[src/rtl/seg_xlat_pkg.sv]
package seg_xlat_pkg;
  localparam int unsigned ADDR_W = 8;
  localparam int unsigned SEG_W  = 2;
  localparam int unsigned OFF_W  = ADDR_W - SEG_W;
  localparam int unsigned N_SEG  = 1 << SEG_W;
  localparam int unsigned LIM_W  = OFF_W + 1;

  typedef struct packed {
    logic [ADDR_W-1:0] base;
    logic [LIM_W-1:0]  limit;
  } seg_entry_t;
endpackage

[src/rtl/seg_table.sv]
module seg_table
  import seg_xlat_pkg::*;
(
  input  logic             clk_i,
  input  logic             rst_ni,
  input  logic             we_i,
  input  logic [SEG_W-1:0] wr_idx_i,
  input  seg_entry_t       wr_entry_i,
  input  logic [SEG_W-1:0] rd_idx_i,
  output seg_entry_t       rd_entry_o
);
  seg_entry_t entry_q [N_SEG];

  for (genvar g = 0; g < N_SEG; g++) begin : g_entry
    always_ff @(posedge clk_i or negedge rst_ni) begin
      if (!rst_ni)                                    entry_q[g] <= '0;
      else if (we_i && (wr_idx_i == SEG_W'(g)))      entry_q[g] <= wr_entry_i;
    end
  end

  // read returns pre-write contents on a same-edge write
  assign rd_entry_o = entry_q[rd_idx_i];
endmodule

[src/rtl/seg_xlat_core.sv]
module seg_xlat_core
  import seg_xlat_pkg::*;
(
  input  logic [OFF_W-1:0]  offset_i,
  input  seg_entry_t        entry_i,
  output logic              hit_o,
  output logic [ADDR_W-1:0] paddr_o
);
  assign hit_o   = {1'b0, offset_i} < entry_i.limit;
  assign paddr_o = entry_i.base + ADDR_W'(offset_i);
endmodule

[src/rtl/seg_xlat_unit.sv]
module seg_xlat_unit
  import seg_xlat_pkg::*;
(
  input  logic              clk_i,
  input  logic              rst_ni,
  input  logic              req_valid_i,
  input  logic [ADDR_W-1:0] req_vaddr_i,
  input  logic              tbl_we_i,
  input  logic [SEG_W-1:0]  tbl_idx_i,
  input  logic [ADDR_W-1:0] tbl_base_i,
  input  logic [LIM_W-1:0]  tbl_limit_i,
  output logic              rsp_valid_o,
  output logic              rsp_fault_o,
  output logic [ADDR_W-1:0] rsp_paddr_o
);
  logic [SEG_W-1:0]  seg_idx;
  logic [OFF_W-1:0]  offset;
  seg_entry_t        wr_entry, rd_entry;
  logic              hit;
  logic [ADDR_W-1:0] paddr;

  assign seg_idx        = req_vaddr_i[ADDR_W-1 -: SEG_W];
  assign offset         = req_vaddr_i[OFF_W-1:0];
  assign wr_entry.base  = tbl_base_i;
  assign wr_entry.limit = tbl_limit_i;

  seg_table u_table (
    .clk_i      (clk_i),
    .rst_ni     (rst_ni),
    .we_i       (tbl_we_i),
    .wr_idx_i   (tbl_idx_i),
    .wr_entry_i (wr_entry),
    .rd_idx_i   (seg_idx),
    .rd_entry_o (rd_entry)
  );

  seg_xlat_core u_core (
    .offset_i (offset),
    .entry_i  (rd_entry),
    .hit_o    (hit),
    .paddr_o  (paddr)
  );

  always_ff @(posedge clk_i or negedge rst_ni) begin
    if (!rst_ni) begin
      rsp_valid_o <= 1'b0;
      rsp_fault_o <= 1'b0;
      rsp_paddr_o <= '0;
    end else begin
      rsp_valid_o <= req_valid_i && hit;
      rsp_fault_o <= req_valid_i && !hit;
      rsp_paddr_o <= (req_valid_i && hit) ? paddr : '0;
    end
  end
endmodule

[config.mk]
export PLATFORM = sky130hd
export DESIGN_NAME = seg_xlat_unit
export DESIGN_NICKNAME = d
export VERILOG_FILES = /design/src/rtl/seg_xlat_pkg.sv /design/src/rtl/seg_table.sv /design/src/rtl/seg_xlat_core.sv /design/src/rtl/seg_xlat_unit.sv
export SDC_FILE = /design/constraint.sdc
export NUM_CORES = 1
export LEC_CHECK = 0
export ABC_AREA = 1
export BUFFER_PORTS_ARGS = -buffer_cell sky130_fd_sc_hd__buf_2
export CAP_MARGIN = 20
export CORE_ASPECT_RATIO = 0.5
export CORE_MARGIN = 2
export CORE_UTILIZATION = 25
export CTS_CLUSTER_SIZE = 30
export DETAILED_ROUTE_END_ITERATION = 7
export GPL_ROUTABILITY_DRIVEN = 0
export PLACE_DENSITY_LB_ADDON = 0.05
export SKIP_CTS_REPAIR_TIMING = 1
export SYNTH_ARGS = -nofsm -noshare
export SYNTH_HDL_FRONTEND = slang
export SYNTH_HIERARCHICAL = 1
export SYNTH_SLANG_ARGS = --single-unit
[constraint.sdc]
create_clock -name clk_i -period 4.7 [get_ports clk_i]
set_clock_uncertainty 0.2 [all_clocks]
set_input_delay 0.705 -clock clk_i [delete_from_list [all_inputs] [get_ports clk_i]]
set_output_delay 0.705 -clock clk_i [all_outputs]
set_load 0.02 [all_outputs]
# ---- Word level (Yosys, flattened, before mapping)
# Cells that the tools add are included.
dict set report totals {
  register_bits 70
  latchBits 0
  mem_bits_rw 0
  romBits 0
  input_bits 29
  mem_count 0
}
dict set report op_classes {
  n_addsub 1
  mul 0
  div 0
  order_cmp 2
  eq_ne 3
  shifts 0
  n_mux 4
  bitwise 1
  n_reduce_logical 8
}
# op count
set op_table {}
lappend op_table {{15-bit binary-select mux with 2-bit select} 1}
lappend op_table {{15-bit 2-to-1 mux} 2}
lappend op_table {{8-bit by 6-bit adder with 8-bit output} 1}
lappend op_table {{8-bit 2-to-1 mux} 1}
lappend op_table {{6-bit by 7-bit < comparator with 1-bit output} 1}
lappend op_table {{1-bit logical AND} 6}
lappend op_table {{2-bit equality test (second input constant)} 2}
lappend op_table {{3-bit >= comparator (second input constant)} 1}
lappend op_table {{2-bit inverter with 3-bit output} 1}
lappend op_table {{2-bit by 1-bit equality test with 1-bit output (second input constant)} 1}
lappend op_table {{2-bit logical NOT} 1}
lappend op_table {{1-bit logical NOT} 1}

# ---- Logic depth before layout (Yosys ltp)
dict set report depth {
  ltp_word 7
  ltp_mapped 15
  ltp_nobuf 14
}

# ---- By module
# The synthesis kept the hierarchy.
# mod instances cells_per_inst area_each_um2 seq_area_each_um2
set modules_own_cells {}
lappend modules_own_cells {seg_table 1 441 3140.5 1501.4}
lappend modules_own_cells {seg_xlat_core 1 82 471.7 0.0}
lappend modules_own_cells {seg_xlat_unit 1 30 327.8 250.2}

# ---- Worst setup path after synthesis
# Ideal clock, no wire load.
dict set report synth_timing {
  kind {input -> register}
  start {in req_vaddr_i[7]}
  end {reg rsp_paddr_o[6]}
  arrival_ps 2304
  required_time_ps 4427
  setup_slack_ps 2124
  cell_stages 15
  path_buffers 2
  path_cell_list {clkbuf_1 inv_1 buf_2 nand3_1 nand2_1 ha_1 inv_1 fa_1 inv_1 nand3_2 nand3_1 nand2_1 nand2_1 inv_1 nor2_1}
}
# item line_no
set synth_lines {}
lappend synth_lines {{from (decl)} seg_xlat_unit.sv:7} ;# input logic [ADDR_W-1:0] req_vaddr_i,
lappend synth_lines {{to (signal assigned)} seg_xlat_unit.sv:52} ;# rsp_paddr_o <= (req_valid_i && hit) ? paddr : '0;
lappend synth_lines {{to (decl)} seg_xlat_unit.sv:14} ;# output logic [ADDR_W-1:0] rsp_paddr_o

==> reports/summary.txt <==
Status - completed
Clock buffer depth - 2
Maximum VDD drop - 0.170 mV
Min cycle time layout - 2.86 ns
Routed wire length - 12,200 um
Pre-antenna DRT Iters - 4
Worst Hold Class - register to register
Max layer used - met4
Mapped Cells - 553
Total CTS buffers - 9
Synth async-reset ratio - 1.00
Fmax - 0.350 GHz
Core area - 0.0154 mm^2
WP buf/inv - 3
Die area - 0.0168 mm^2
Total of flip-flops plus latches after synthesis - 70
Max Cap Viol - 0
Library cells used by synthesis - 22
DP Area - 0.00427 mm^2
RSZ-0062 raised after global routing - false
# DRC - 0
Total gr overflow - 0
Critical Path Slowest Stage Cell - inv_1
Post-route cell area - 0.00459 mm^2
# port buffers - 38
Final hold vios - 0
Crit-path max cell delay - 0.67 ns
Post-synthesis sequential area ratio - 0.445
Syn_nets - 594
Worst Path Required - 4.76 ns
Die W - 182 um
Top Family by Delay on Critical Path - buffers and inverters
Metal-1 WL - 6530 um
Vias in the first global route - 3,256
Startpoint Class - input port
P&R area growth vs syn - 16.5%
Critical path type - input port to register
Synthesized cell area - 0.00394 mm^2
Number of diodes - 0
Avg WL per Cell - 15.5 um
Vias per cell - 4.22
CTS tree - built
Yosys warnings - 6
Largest net degree at the start of global routing - 71
Worst rel slew slack - 0.355
Die height - 92.8 um
Final Slew Violations - 0
Global-route wire length before repair - 19,600 um
Yosys top cell area share - 0.445
Final hold slack - 0.270 ns
Ports - 39
Post-synth EDFFs - 0
CP endpoint kind - register
Synth top area cells - dfrtp_1, nand2_1, inv_1
Clock edge transition at the registers on the reported setup and hold paths - 0.06 ns
Count leader, synth - nand2_1
Arrival time worst endpoint - 2.92 ns
Fin util - 0.298
Final nets - 619
Initial DRC count - 171
Clk root buf - clkbuf_16
Layout cell share with drive strength beyond 1 - 0.118
Overall routing resource usage - 0.156
Setup violators final - 0
Starting Density - 0.256
Synthesized area per cell - 7.12 um^2
Leakage power - 0.00266 uW
Worst-Margin Slew - 0.967 ns
Post-DP HPWL - 7950 um
Post-Place Worst Slack - 1.45 ns
Top cells by count, synth - nand2_1, inv_1, dfrtp_1
Met3 wire length - 551 um
DRT antenna net count - 0
Setup TNS Final - 0 ns
Site Rows - 32
Htree depth - 3
Sink Count - 70
Met2 Routed Length - 5080 um
Clock Latency Late Sink - 0.34 ns
Vias after detailed routing - 3,325
Synth Flop Type - dfrtp_1
Final period utilization - 0.608
Final WS setup - 1.84 ns
CP max FO - 30
Pwr/cell area - 410 mW/mm^2
Crit path cell chain - buf_2 > inv_1 > nand2_1 > nand3_1 > nand2_1 > inv_1 > ha_1 > a21oi_1 > o21ai_0 > a21oi_1 > nand2_2 > nor2_1
Dominant cell type by area after synthesis - dfrtp_1
Initial antenna violation count - 0
## placed cells by master (no fill, tap or decap)
cell	n
nand2_1	205
inv_1	109
dfrtp_1	70
nand3_1	51
buf_2	37
nand4_1	31
o21ai_1	15
nor2_1	11
ha_1	11
clkbuf_16	9
a21oi_1	5
buf_4	4
nand3_2	4
inv_2	4
nand2_2	3
bufinv_16	2
clkinv_2	2
xnor2_1	2
clkbuf_1	1
clkinv_4	1
clkinvlp_4	1
a21oi_2	1
xor2_1	1
o21ai_0	1
fa_1	1
nor2_4	1
## worst reg2reg max path, stage by stage (launching register included)
cell and delay (ns):
dfrtp_1 0.36, inv_1 0.05, nand2_1 0.06, nand3_1 0.09, nand2_1 0.08, inv_1 0.04, ha_1 0.28, a21oi_1 0.13
o21ai_0 0.08, a21oi_1 0.31, nand2_2 0.22, nor2_1 0.13
## sequential cells by signal, indices dropped and copies added, names as in the netlist
| name | flops |
|---|---|
| rsp_fault_o | 1 |
| rsp_valid_o | 1 |
| rsp_paddr_o | 8 |
| u_table/entry_q | 60 |
## path summary, 6_finish.rpt
path                                                 startpoint                         endpoint  slack [ns]  cells past startpoint
worst max-delay path                             req_vaddr_i[6]         rsp_paddr_o[6]$_DFF_PN0_        1.84                     12
worst min-delay path            u_table/entry_q[28]$_DFFE_PN0P_  u_table/entry_q[28]$_DFFE_PN0P_        0.27                      2
worst max register to register  u_table/entry_q[49]$_DFFE_PN0P_         rsp_paddr_o[6]$_DFF_PN0_        2.60                     11
worst min register to register  u_table/entry_q[28]$_DFFE_PN0P_  u_table/entry_q[28]$_DFFE_PN0P_        0.27                      2
max in group asynchronous                                rst_ni  u_table/entry_q[10]$_DFFE_PN0P_        3.35                      1
min in group asynchronous                                rst_ni  u_table/entry_q[16]$_DFFE_PN0P_        0.30                      1
## power breakdown
part           total [uW]  switching [uW]  internal, uW
sequential            746            46.7           699
combinational         397             262           135
clock                 737             273           464
## per-layer routing
metal,up-vias,track usage
li1,1734,-
met1,1526,0.228
met2,63,0.232
met3,2,0.0330
met4,0,0.0379
met5,-,0
## area by class of cell
cell class / instances / area (um^2)
sequential: 70 / 1750
multi-input combinational: 343 / 1630
fill: 1702 / 10800
tap: 204 / 255
clock inverter: 6 / 86.3
clock buffer: 10 / 229
timing repair buffer: 41 / 215
inverter: 113 / 424
## cell families after synthesis
| family | share of synthesized area |
|---|---|
| compound gates | 0.0289 |
| xor+xnor | 0.00667 |
| simple gates | 0.338 |
| fa+ha+maj | 0.0400 |
| buf+inv | 0.142 |
| flops | 0.445 |
## metrics by stage
step	total power [uW]	instances
CTS	1910	787
global route	2020	787
floorplan	1030	553
finish	1880	787
detailed placement	1160	771
global placement	1160	771
(Power assumes the default switching activity.)
